--- src/rtl/r4mul_pkg.sv ---
package r4mul_pkg;

  // Recoded radix-4 digit; the encoding is local to the datapath
  typedef enum logic [1:0] {
    DG_ZERO = 2'd0,
    DG_ONE  = 2'd1,
    DG_TWO  = 2'd2,
    DG_NEG  = 2'd3
  } digit_e;

  typedef enum logic [1:0] {
    ST_IDLE  = 2'd0,
    ST_SCAN  = 2'd1,
    ST_MERGE = 2'd2
  } mstate_e;

endpackage

--- src/rtl/r4mul_recode.sv ---
module r4mul_recode
  import r4mul_pkg::*;
(
  input  logic [1:0] raw,
  input  logic       carry_in,
  output digit_e     dig,
  output logic       carry_out
);

  logic [2:0] total;

  assign total = {1'b0, raw} + {2'b00, carry_in};

  always_comb begin
    dig       = DG_ZERO;
    carry_out = 1'b0;
    case (total)
      3'd0: dig = DG_ZERO;
      3'd1: dig = DG_ONE;
      3'd2: dig = DG_TWO;
      3'd3: begin
        dig       = DG_NEG;
        carry_out = 1'b1;
      end
      default: begin
        dig       = DG_ZERO;
        carry_out = 1'b1;
      end
    endcase
  end

endmodule

--- src/rtl/r4mul_ppsel.sv ---
module r4mul_ppsel
  import r4mul_pkg::*;
#(
  parameter int WIDTH = 45,
  parameter int OUT_W = 48
) (
  input  logic [WIDTH-1:0] mcand,
  input  digit_e           dig,
  output logic [OUT_W-1:0] pp,
  output logic             neg_inj
);

  localparam int ENC_W = WIDTH + 2;

  // Every encoding carries an offset of 2^(WIDTH+1) so it is never negative
  logic [ENC_W-1:0] enc;

  always_comb begin
    case (dig)
      DG_ZERO: enc = {2'b10, {WIDTH{1'b0}}};
      DG_ONE:  enc = {2'b10, mcand};
      DG_TWO:  enc = {1'b1, mcand, 1'b0};
      default: enc = {2'b01, ~mcand};
    endcase
  end

  assign pp      = OUT_W'(enc);
  assign neg_inj = (dig == DG_NEG);

endmodule

--- src/rtl/r4mul_csa_row.sv ---
module r4mul_csa_row #(
  parameter int NDIG = 24
) (
  input  logic [2*NDIG-1:0] sum_in,
  input  logic [NDIG-1:0]   carry_in,
  input  logic [2*NDIG-1:0] addend,
  output logic [2*NDIG-1:0] sum_out,
  output logic [NDIG-1:0]   carry_out
);

  // Each digit adds in isolation: result 0..7 splits into two sum bits and one carry
  for (genvar i = 0; i < NDIG; i++) begin : g_dig
    logic [2:0] dsum;
    assign dsum = {1'b0, sum_in[2*i +: 2]} + {1'b0, addend[2*i +: 2]}
                + {2'b00, carry_in[i]};
    assign sum_out[2*i +: 2] = dsum[1:0];
    assign carry_out[i]      = dsum[2];
  end

endmodule

--- src/rtl/r4mul_top.sv ---
module r4mul_top
  import r4mul_pkg::*;
#(
  parameter int WIDTH = 45
) (
  input  logic                 clk,
  input  logic                 rst_n,
  input  logic                 start,
  input  logic [WIDTH-1:0]     multiplicand,
  input  logic [WIDTH-1:0]     multiplier,
  output logic                 done,
  output logic [2*WIDTH-1:0]   product
);

  localparam int NPAIR  = (WIDTH + 1) / 2;
  localparam int QW     = 2 * NPAIR;
  localparam int NSTEP  = NPAIR + 1;
  localparam int ACC_D  = (WIDTH + 4) / 2;
  localparam int ACC_W  = 2 * ACC_D;
  localparam int LO_W   = 2 * NSTEP;
  localparam int FULL_W = ACC_W + LO_W;
  localparam int PW     = 2 * WIDTH;
  localparam int CNT_W  = $clog2(NSTEP + 1);

  // Sum of the per-step offsets added by the partial-product encoder
  function automatic logic [FULL_W-1:0] offset_total();
    logic [FULL_W-1:0] acc;
    acc = '0;
    for (int k = 0; k < NSTEP; k++) begin
      acc = acc + ({{(FULL_W-1){1'b0}}, 1'b1} << (WIDTH + 1 + 2*k));
    end
    return acc;
  endfunction

  localparam logic [FULL_W-1:0] OFFSET = offset_total();

  // Reset: asserted asynchronously, released on the second edge
  logic [1:0] rsync_q;
  logic       rst_sync_n;

  always_ff @(posedge clk or negedge rst_n) begin
    if (!rst_n) rsync_q <= 2'b00;
    else        rsync_q <= {rsync_q[0], 1'b1};
  end
  assign rst_sync_n = rsync_q[1];

  // Registers and their next values
  mstate_e           state_q, state_d;
  logic [CNT_W-1:0]  step_q,  step_d;
  logic [WIDTH-1:0]  mcand_q, mcand_d;
  logic [QW-1:0]     mplr_q,  mplr_d;
  logic              rc_q,    rc_d;
  logic [ACC_W-1:0]  acc_s_q, acc_s_d;
  logic [ACC_D-1:0]  acc_c_q, acc_c_d;
  logic [LO_W-1:0]   lo_s_q,  lo_s_d;
  logic [NSTEP-1:0]  lo_c_q,  lo_c_d;
  logic [PW-1:0]     prod_q;
  logic              done_q;

  // Control decodes and clock enables
  logic idle, scanning, merging, accept, last_step;
  logic load_en, step_en, out_en;

  assign idle      = (state_q == ST_IDLE);
  assign scanning  = (state_q == ST_SCAN);
  assign merging   = (state_q == ST_MERGE);
  assign accept    = idle && start;
  assign last_step = scanning && (step_q == CNT_W'(NSTEP - 1));
  assign load_en   = accept;
  assign step_en   = scanning;
  assign out_en    = merging;

  always_comb begin
    state_d = state_q;
    step_d  = step_q;
    case (state_q)
      ST_IDLE: begin
        if (start) begin
          state_d = ST_SCAN;
          step_d  = '0;
        end
      end
      ST_SCAN: begin
        step_d = step_q + 1'b1;
        if (last_step) state_d = ST_MERGE;
      end
      default: state_d = ST_IDLE;
    endcase
  end

  // One recode / select / redundant-add step per cycle
  digit_e            dig;
  logic              rc_next;
  logic [ACC_W-1:0]  pp;
  logic              neg_inj;
  logic [ACC_W-1:0]  row_sum;
  logic [ACC_D-1:0]  row_cout;

  r4mul_recode u_recode (
    .raw       (mplr_q[1:0]),
    .carry_in  (rc_q),
    .dig       (dig),
    .carry_out (rc_next)
  );

  r4mul_ppsel #(.WIDTH(WIDTH), .OUT_W(ACC_W)) u_ppsel (
    .mcand   (mcand_q),
    .dig     (dig),
    .pp      (pp),
    .neg_inj (neg_inj)
  );

  r4mul_csa_row #(.NDIG(ACC_D)) u_row (
    .sum_in    (acc_s_q),
    .carry_in  (acc_c_q),
    .addend    (pp),
    .sum_out   (row_sum),
    .carry_out (row_cout)
  );

  always_comb begin
    mcand_d = mcand_q;
    mplr_d  = mplr_q;
    rc_d    = rc_q;
    acc_s_d = acc_s_q;
    acc_c_d = acc_c_q;
    lo_s_d  = lo_s_q;
    lo_c_d  = lo_c_q;
    if (load_en) begin
      mcand_d = multiplicand;
      mplr_d  = QW'(multiplier);
      rc_d    = 1'b0;
      acc_s_d = '0;
      acc_c_d = '0;
      lo_s_d  = '0;
      lo_c_d  = '0;
    end else if (step_en) begin
      mplr_d  = mplr_q >> 2;
      rc_d    = rc_next;
      acc_s_d = {2'b00, row_sum[ACC_W-1:2]};
      acc_c_d = row_cout;
      lo_s_d  = {row_sum[1:0], lo_s_q[LO_W-1:2]};
      lo_c_d  = {neg_inj, lo_c_q[NSTEP-1:1]};
    end
  end

  // Final carry assimilation: one carry bit sits at the base of each digit
  logic [FULL_W-1:0] sum_vec;
  logic [FULL_W-1:0] carry_vec;
  logic [FULL_W-1:0] full;
  logic [FULL_W-PW-1:0] full_hi;
  logic              top_carry;
  logic [1:0]        dig_bits;

  assign sum_vec = {acc_s_q, lo_s_q};

  always_comb begin
    carry_vec = '0;
    for (int d = 0; d < NSTEP; d++) carry_vec[2*d] = lo_c_q[d];
    for (int d = 0; d < ACC_D; d++) carry_vec[2*(NSTEP+d)] = acc_c_q[d];
  end

  assign full      = sum_vec + carry_vec - OFFSET;
  assign full_hi   = full[FULL_W-1:PW];
  assign top_carry = row_cout[ACC_D-1];
  assign dig_bits  = dig;

  always_ff @(posedge clk or negedge rst_sync_n) begin
    if (!rst_sync_n) begin
      state_q <= ST_IDLE;
      step_q  <= '0;
      mcand_q <= '0;
      mplr_q  <= '0;
      rc_q    <= 1'b0;
      acc_s_q <= '0;
      acc_c_q <= '0;
      lo_s_q  <= '0;
      lo_c_q  <= '0;
      prod_q  <= '0;
      done_q  <= 1'b0;
    end else begin
      state_q <= state_d;
      step_q  <= step_d;
      done_q  <= out_en;
      if (load_en || step_en) begin
        mcand_q <= mcand_d;
        mplr_q  <= mplr_d;
        rc_q    <= rc_d;
        acc_s_q <= acc_s_d;
        acc_c_q <= acc_c_d;
        lo_s_q  <= lo_s_d;
        lo_c_q  <= lo_c_d;
      end
      if (out_en) prod_q <= full[PW-1:0];
    end
  end

  assign done    = done_q;
  assign product = prod_q;

endmodule

--- config.mk ---
export PLATFORM = sky130hd
export DESIGN_NAME = r4mul_top
export DESIGN_NICKNAME = d
export VERILOG_FILES = /design/src/rtl/r4mul_pkg.sv /design/src/rtl/r4mul_recode.sv /design/src/rtl/r4mul_ppsel.sv /design/src/rtl/r4mul_csa_row.sv /design/src/rtl/r4mul_top.sv
export SDC_FILE = /design/constraint.sdc
export NUM_CORES = 1
export LEC_CHECK = 0
export BUFFER_PORTS_ARGS = -buffer_cell sky130_fd_sc_hd__buf_2
export CAP_MARGIN = 10
export CORE_MARGIN = 4
export CORE_UTILIZATION = 40
export CTS_CLUSTER_DIAMETER = 200
export CTS_CLUSTER_SIZE = 24
export DETAILED_ROUTE_END_ITERATION = 7
export PLACE_DENSITY_LB_ADDON = 0.1
export SLEW_MARGIN = 0
export SYNTH_ARGS = -nofsm -noshare
export SYNTH_HDL_FRONTEND = slang
export SYNTH_SLANG_ARGS = --single-unit
--- constraint.sdc ---
create_clock -name clk -period 24.3 [get_ports clk]
set_input_delay 2.43 -clock clk [delete_from_list [all_inputs] [get_ports clk]]
set_output_delay 2.43 -clock clk [all_outputs]
set_load 0.02 [all_outputs]
* Yosys cells after proc, flatten, opt, wreduce, memory -nomap -nowiden *
Cells that the tools add are included.
W data, S select, Z words.

storage, ports and cells
  register bits after elaboration = 336
  input port bits = 93
  output and inout bits = 91
  logic and storage cells = 109

operators by class
  add/sub/neg operators = 52
  equality and inequality tests = 11
  muxes and demuxes = 20
  bitwise operators = 1
  reduce and logical (&&, ||, !) cells = 13

operators with widths
  kind                      number
  $mux W48                  4
  $pmux W47 S3              1
  $mux W24                  4
  $mux W46                  2
  $add A90 B89 Y90          1
  $sub A90 B89 Y90 const B  1
  $add A3 B1 Y3             24
  $add A2 B2 Y3             23
  $not A45 Y45              1
  $pmux W5 S2               1
  $reduce_and A2 Y1         4
  $add A2 B1 Y3             2
  $eq A2 B2 Y1 const B      3
  $eq A3 B2 Y1 const B      2
  $pmux W2 S3               1
  $add A5 B1 Y5 const B     1
  $eq A5 B5 Y1 const B      1
  $mux W5                   1
  $eq A2 B1 Y1 const B      2
  $logic_not A2 Y1          2
  $mux W2                   2
  $pmux W2 S2               1
  $reduce_bool A2 Y1        2
  $eq A3 B1 Y1 const B      1
  other kinds (7)           10

* Logic depth before layout (Yosys ltp) *
Gate-level depths: netlist of run 1.

  word-level depth = 9
  gate-level depth with buffers = 14
  mapped depth without buffers = 14

* By module *
A second synthesis of run 1 with hierarchy kept.

second synthesis, totals
  cell total of the unflattened synthesis = 2,465
  area, all modules = 20,793.7 sq um

by module, submodules not included
  module         instances  cells an instance  area an instance (sq um)  sequential area each (sq um)
  r4mul_top      1          2,083              17,934.7                  8,333.0
  r4mul_csa_row  1          240                1,681.6                   0.0
  r4mul_ppsel    1          137                1,132.3                   0.0
  r4mul_recode   1          5                  45.0                      0.0

* Worst setup path after synthesis of run 1 *
OpenSTA, ideal clock, no wires.

  kind = in2reg
  start = input start
  end = register lo_s_q[35]
  setup time = 137 ps
  arrival = 3,570 ps
  data required time = 24,163 ps
  path slack = 20,593 ps
  stages = 5
  buffers on the path = 3
  cells stage by stage = and2_0 > clkbuf_1 > clkbuf_1 > clkbuf_1 > o21ai_0

between the ends
  word-level cells in the longest chain between the ends = 3
  elaborated cells between the ends (all ways) = 5
  those cells by class = mux: 1; reduce/logical: 4

ends and longest elaborated chain
  item                                                                       line              source
  start: declaration                                                         r4mul_top.sv:8    input logic start,
  $logic_and A1 B1 Y1 *                                                      r4mul_top.sv:67   assign accept = idle && start;
  $reduce_bool A2 Y1 (no line) / $logic_or A1 B1 Y1 (equally long branches)  -
  $reduce_and A2 Y1 (no line)                                                -
  end signal: assignment                                                     r4mul_top.sv:191  lo_s_q <= lo_s_d;
  end: declaration                                                           r4mul_top.sv:55   logic [LO_W-1:0] lo_s_q, lo_s_d;

Every way passes the cells marked *; elsewhere a longest branch is shown, timed or not.
A chain may end at the register's enable or synchronous reset.

* Worst setup path after layout of run 1 *
  start = input start
  end = register lo_s_q[1]

Same word-level chain as after synthesis.

==> results of run 1 <==
kinds of logic after synthesis:
group | after synthesis | share of synthesized area, %
multiplexers | 46 | 2.40
adder cells (fa/ha/maj) | 160 | 11.6
XOR/XNOR | 84 | 3.66
other | 1 | 0.0186
buffers and inverters | 288 | 5.41
AND/OR/NAND/NOR | 782 | 16.8
flip-flops | 331 | 41.2
AO/OA/AOI/OAI | 604 | 18.9
sequential cells by signal, indices dropped and copies added (netlist names):
name / count
product: 90
lo_s_q: 48
acc_s_q: 45
mcand_q: 45
mplr_q: 45
lo_c_q: 24
acc_c_q: 23
step_q: 5
rsync_q: 2
state_q: 2
done: 1
rc_q: 1
routing by layer:
layer	GRT usage, %	up-vias	share of wire, %
li1	-	8032	-
met1	31.1	7787	51
met2	29.1	285	43
met3	1.90	50	3.5
met4	3.75	0	1.9
met5	0	-	0
area by class of cell:
| type | instances | area, sq um |
|---|---|---|
| flip-flops and latches | 331 | 8290 |
| repair buffers | 197 | 1030 |
| diodes | 3 | 7.51 |
| multi-input cells | 1677 | 10800 |
| inverters | 145 | 544 |
| fillers | 5083 | 27400 |
| well taps | 664 | 831 |
| clock buffers | 18 | 429 |
| clock inverters | 2 | 16.3 |
how the worst max path moves through the flow:
| stage | startpoint | to | slack (ns) | cells after the start |
|---|---|---|---|---|
| after detailed placement | start | lo_c_q[0] | 19.04 | 5 |
| after floorplan | rsync_q[1] | acc_c_q[0] | 14.39 | 0 |
| after global routing | start | lo_c_q[0] | 19.38 | 5 |
| after CTS | start | lo_c_q[0] | 19.63 | 5 |
| after global placement | start | lo_c_q[0] | 19.12 | 5 |
| final | start | lo_s_q[1] | 19.62 | 5 |
stage by stage:
stage          setup WS, ns  util, %  area [sq um]
2_1_floorplan         14.39        -         20100
3_3_place_gp          19.12     43.5         21500
3_5_place_dp          19.04     43.5         21500
4_1_cts               19.63     44.4         21900
5_1_grt               19.38     44.4         21900
6_report              19.62     44.4         21900
Yosys cell counts (all sizes together), types with 33 or more instances:
master,n
a22oi,87
nand3,44
xnor2,44
inv,145
nand4,46
xor2,40
ha,115
nor2,81
a21oi,71
nand2,519
o21ai,261
dfrtp,331
a21o,33
clkbuf,127
o31ai,54
fa,45
power groups by stage:
stage                     registers [mW]  logic, mW  clock network, mW
after floorplan                    0.892       1.41                  0
after global placement             0.913       1.89                  0
after detailed placement           0.917       1.91                  0
after CTS                          0.907       1.92              0.331
after global routing               0.937       2.16              0.348
final                              0.904       1.91              0.313
placed cells by master, fill, tap and decap left out, types with 7 or more instances in the layout:
master,Yosys,routed
a211oi_1,7,7
a21o_1,33,33
nand4_1,45,45
mux2_2,18,18
nand2_1,518,517
a22oi_1,87,87
clkbuf_16,0,17
ha_1,115,114
xnor2_1,44,44
fa_1,45,45
o31ai_1,52,52
o21ai_0,256,256
buf_2,4,183
dfrtp_1,331,330
inv_1,145,145
o21bai_1,12,12
nor2b_1,9,7
or2_2,23,23
buf_4,0,13
mux2i_1,28,28
a21oi_1,70,70
nor3_1,18,18
a31oi_1,26,26
xor2_1,40,40
nand3_1,43,43
nor2_1,81,80
and3_1,10,10
o21a_1,11,11
==> impl.org, run 1 <==
** GRT
- Overall routing resource usage :: 19.6%
- Overall overflow remaining after global route :: 0
- Antenna violations before repair :: 3
- The number of global-route vias before repair was 15900.
- Entering global routing, the biggest net connects 208 pins.
- The first global-routing pass estimated 87500 microns of wire.

** Routing
- Summing over every cut layer, the via total after detailed routing is 16200.
- Total wire length :: 53400 microns
- For this block, the initial DRC count from the detailed router was 1225.
- Average wire length per cell after detail routing :: around 18 microns
- The detail route stage leaves a number of antenna-violating nets equal to 0.
- After detailed routing, the number of vias per cell comes to 5.32.
- 1st-pass router iterations :: 6
- Remaining routing DRC violations :: 0

** Clocking
- For this design, the CTS-stage hold fixing added 0 buffers.
- In this run, CTS created clock tree buffers numbering 17.
- Buffer levels on the longest clock path :: 3
- H-tree levels :: 1
- Post-CTS timing repair inserted 0 buffers for setup.
- The clock net in this run drives a total of 331 sinks.
- Clock tree root driver cell :: clkbuf_16
- TritonCTS built the clock tree.
- After clock tree synthesis, the clock-pin slew on the worst setup and hold paths is around 0.1 ns.
- Skew-Pair Late Insertion Delay :: between 0.5 and 0.6 ns
- Once the clock tree was built, the resizer swapped 0 gates to a different size.

** Worst hold path
- For hold timing, the worst endpoint is rsync_q[1].
- Hold path cells :: 0
- Hold Path Class :: reg -> reg
- Hold path startpoint :: rsync_q[0]

** Place
- Final weighted congestion in routability-driven placement :: 0.911
- The number of placed instances, taps included, is 3014.
- Input and output buffers added on the ports amount to 183.
- HPWL reported at the end of detailed placement :: 38500 microns

** STA
- Sum of negative setup slack :: 0 ns
- Final setup violation count :: 0
- Worst-Margin Slew :: 1.10 ns
- After layout, the worst path uses 19.3% of the clock period.
- Final hold slack :: 0.358 ns
- The clock period could shrink to 4.68 ns.
- Fmax :: approximately 0.21 GHz
- Number of slew-limit violations in the final report :: 0
- Between clock sinks in the finished design, the worst skew comes to 0.0380 ns.
- Setup repair after global routing left no endpoint under its margin.
- Count of final hold-check violations :: 0
- Worst slew margin relative to its limit :: a little over a quarter

** Synthesis
- The most used flip-flop cell after synthesis is dfrtp_1.
- After synthesis the cells add up to just over 0.02 sq mm.
- Count of different cell masters after synthesis :: 76
- Total of flip-flops plus latches after synthesis :: approximately 330
- Post-synth ARST share :: 100%
- dfrtp_1 takes more of the synthesized area than any other cell.
- Synthesis produced a netlist with a net count of between 2000 and 3000.
- Number of warnings issued by yosys :: 0
- Synthesis produced 2296 cells.
- Number of enable-type register cells in the synthesized netlist :: 0
- Each instance of the synthesized netlist takes up on average 8.76 sq um.
- Area share of the largest cell type after synthesis :: 41.2%
- Summing the sequential cell areas from Yosys gives 41.2% of the chip area.
- Top cells by area in the synthesized netlist :: dfrtp_1, nand2_1, ha_1

** Worst setup path
- Data arrives at the worst endpoint at 5.06 ns.
- Among cell families on the critical path, the largest total delay comes from buffers and inverters.
- Number of cells on the worst reg-to-reg path :: 13
- The critical path contains buffers and inverters numbering 3 combined.
- The critical path is of the in -> reg type.
- The largest single stage delay on the critical path is 0.83 ns.
- R2r endpoint :: product[81]
- In this design, the critical path's most frequently occurring cell is buf_4.
- Largest fanout on the critical path :: 97
- In this run the register-to-register setup slack is 19.99 ns.
- CP startpoint kind :: primary input
- In this run the critical register-to-register path is launched from lo_s_q[0].
- Cell chain of the critical path :: buf_2 > and2_4 > buf_4 > buf_4 > o21ai_0
- Critical path's slowest cell :: buf_4
- Required time of the critical path :: between 20 and 25 ns
- Setup crit end kind :: register

** Pwr
- Power comes to about 3.1 mW.
- Of the total power, the share spent switching nets is 48.7%.
- Cell internal power was estimated by the tool at approximately 1.6 mW.
- Sequential cells account for 28.9% of the total power.
- Clock share of power :: 10.0%
- Relative contribution of combinational cells to total power :: 61.1%
- Largest vdd supply drop :: 0.0746 mV
- Leakage dissipation :: 10.5 nW
- In this run the power density over the cells is 143 mW/mm^2.
- The analysis attributes to net switching a power of roughly 1.5 mW.

** Floorplan
- The floorplan step set the die width to 232 microns.
- For this configuration, the core starts out at a cell density of 40.7%.
- Die Area :: about 0.054 sq mm
- Placeable core region :: 0.0494 sq mm
- Total I/O pin count :: about 180
- The floorplan step set the die height to around 230 microns.
- Number of rows created at floorplan :: 81

** Final layout
- Final layout net count :: 2622
- Of the cells placed in the final design, the portion with a size suffix greater than 1 is 12.0%.
- The count of cells in the finished layout, fillers not included, comes to 3037.
- From synthesis to final layout, the design area changed by 9.03%.

** Run
- The tool flagged a number of max-cap violations equal to 0.

** Status
- Status :: finished, final reports clean
No activity file was read; power rests on OpenSTA's default activity.
==> inputs of run 2 (changes only) <==
- clock period: 24.3 -> 4.62 ns (I/O delays scaled with it)
==> impl.org, run 2 (synthesis gave the netlist of run 1 again) <==
** Status
- Status :: finished, final reports clean

** GRT
- The total global routing overflow was 0 (unchanged).
- The routing usage on met1 was 31.6% (+0.41 points).
- The number of antenna violations at the first check in global routing is 1 (-2).
- The number of global-route vias before repair is 16200 (+1.6%).
- The global routing usage on met3 is 1.79% (-0.11 points).
- Wire length of the first global-routing pass :: 90000 microns (+2.9%)
- The met2 routing resource usage after global routing is 30.7% (+1.6 points).
- met1 is the most crowded layer.
- Overall routing resource usage :: 20.3% (+0.71 points)
- The maximum number of pins on one net before global-route repair was 208 (unchanged).

** STA
- The max-slew violation count came to 0 (unchanged).
- The worst slew margin relative to its limit came to 25.5% (-0.77 points).
- The hold violation count in the final report is 0 (unchanged).
- The clock period could shrink to 3.81 ns.
- The setup clock skew after layout came to 0.0246 ns (-0.0135 ns).
- Sum of negative setup slack :: 0 ns (unchanged)
- The transition time of the tightest slew-check pin came to 1.11 ns (+0.0116 ns).
- Final setup violation count :: 0 (unchanged)
- Worst-case setup margin in the final layout :: 0.808 ns (-18.81 ns)
- Setup repair after global routing missed its margin :: false
- Fmax :: 0.262 GHz
- Final worst path period share :: slightly above 80%
- Final hold slack :: 0.0984 ns (-0.259 ns)

** Place
- The post-placement cell area is 0.0215 sq mm (+0.24%).
- The worst slack at placement was 0.713 ns (-18.33 ns).
- Final weighted congestion in routability-driven placement :: 0.897 (-1.5%)
- The total of buffers placed on input and output ports came to 183 (unchanged).
- HPWL reported at the end of detailed placement :: 39800 microns (+3.2%)

** Final layout
- Flip-flop count of the largest register, all copies and words added :: 90 (unchanged)
- The area growth from synthesis to layout is 9.32%.
- Final layout net count :: 2625 (+0.11%)
- Top library cells by usage in the layout, fill and taps aside :: nand2_1, dfrtp_1, o21ai_0, buf_2, inv_1
- The library cell used most frequently in the layout, excluding fill and tap cells, is nand2_1.
- The share of post-route cells with drive strength above 1 was 12.1% (+0.069 points).
- The final non-filler cell area came to 0.0220 sq mm (+0.26%).
- Core Util, Final :: 44.5% (+0.12 points)

** Pwr
- Power per cell area :: 751 mW/mm^2 (+430%)
- The leakage component of the power is 10.6 nW (+0.25%).
- Largest vdd supply drop :: 0.331 mV (+340%)

** Worst hold path
- Min-Delay Endpoint :: mcand_q[26]
- Hold path cells :: 3 (+3)
- Hold Path Class :: in -> reg
- In this run the most critical hold path is launched from multiplicand[26].

** Routing
- Routed vias/inst :: 5.33 (+0.12%)
- The count of unresolved DRC violations after routing came to 0 (unchanged).
- The average wire length per cell after detail routing is 18.1 microns (+2.7%).
- The first-pass iteration count of the detailed router is 5 (-1).
- Total wire length :: 54800 microns (+2.8%)
- The remaining number of nets flagged by the antenna check after routing came to 0 (unchanged).
- DRC violation total after the first TritonRoute iteration :: 1072 (-12%)
- Number of vias in the routed layout :: 16200 (+0.15%)

** Clocking
- Buffer levels on the longest clock path :: 3 (unchanged)
- The number of levels the H-tree was split into was 1 (unchanged).
- TritonCTS clock tree :: yes
- Number of buffers created by CTS :: 17 (unchanged)
- In this run the clock root is driven by a clkbuf_16.
- Clock transition at path regs :: 0.10 ns (about the same)
- The number of setup buffers added after CTS is 0 (unchanged).
- The number of clock sinks seen by CTS is 331 (unchanged).
- Skew-Pair Late Insertion Delay :: 0.56 ns (about the same)

** Worst setup path
- Crit Path Category :: reg -> reg
- Beginning of the worst register-to-register path :: lo_s_q[2]
- Launch point of the worst path :: lo_s_q[2]
- CP arrival :: 4.28 ns (-0.78 ns)
- The maximum fanout encountered on the critical timing path came to 5 (-95%).
- STA classifies the critical path endpoint as a register.
- Required time of the critical path :: 5.08 ns (-19.60 ns)
- The register-to-register setup slack came to 0.81 ns (-19.18 ns).
- The length in cells of the worst reg-to-reg path is 12 (-1).
- R2r endpoint :: product[64]
- STA classifies the critical path startpoint as a register.

** Floorplan
- The row count is 81 (unchanged).
- Total I/O pin count :: 184 (unchanged)
- The y dimension of the die is 232 microns (unchanged).
- The starting density of the core came to 40.7% (unchanged).
- The die width was 232 microns (unchanged).
- The area of the core came to 0.0494 sq mm (unchanged).
- The floorplan die area is 0.0539 sq mm (unchanged).

** Run
- The count of maximum capacitance violations is 0 (unchanged).
## run 2: worst max-delay path by stage
stage | end | slack [ns]
final | product[64] | 0.81
after CTS | product[85] | 0.70
after detailed placement | product[85] | 0.71
after global routing | product[85] | 0.40
after global placement | product[89] | 0.85
after floorplan | acc_c_q[0] | 1.34
## run 2: area by class of cell
type / instances / area [sq um]
multi-input cells: 1677 / 10800
fillers: 5061 / 27400
flip-flops and latches: 331 / 8290
repair buffers: 200 / 1100
inverters: 145 / 544
clock inverters: 2 / 16.3
diodes: 1 / 2.50
clock buffers: 18 / 429
well taps: 664 / 831
## run 2: what timing repair did
| action | in CTS | in global routing |
|---|---|---|
| hold buffers | 1 | 0 |
| hold endpoints to repair | 2 | 0 |
| resized for setup | 0 | 0 |
## run 2: worst max-delay path: stages (launching register included)
cell      delay [ns]
dfrtp_1         0.41
ha_1            0.21
ha_1            0.38
a31oi_2         0.18
o311ai_4        0.36
a21oi_2         0.16
o21a_1          0.29
nor3_2          0.30
a21oi_1         0.23
o31ai_1         0.67
a21boi_0        0.23
xor2_1          0.18
o21ai_0         0.13
## run 2: power by group
part	switching (mW)	internal [mW]	leakage [nW]
Sequential	0.807	3.95	4.21
Clock	1.00	0.675	0.215
Combinational	6.24	3.84	6.14
Total	8.05	8.47	10.6
## run 2: metal layers
| layer | wire length [microns] | vias up |
|---|---|---|
| li1 | - | 8035 |
| met1 | 28000 | 7775 |
| met2 | 23600 | 306 |
| met3 | 1750 | 62 |
| met4 | 1440 | 0 |
| met5 | 0 | - |
## run 2: stage by stage
stage,power (mW),std cells
floorplan,12.1,2296
global placement,14.8,3016
detailed placement,14.9,3016
CTS,16.6,3037
global route,18.2,3038
finish,16.5,3038
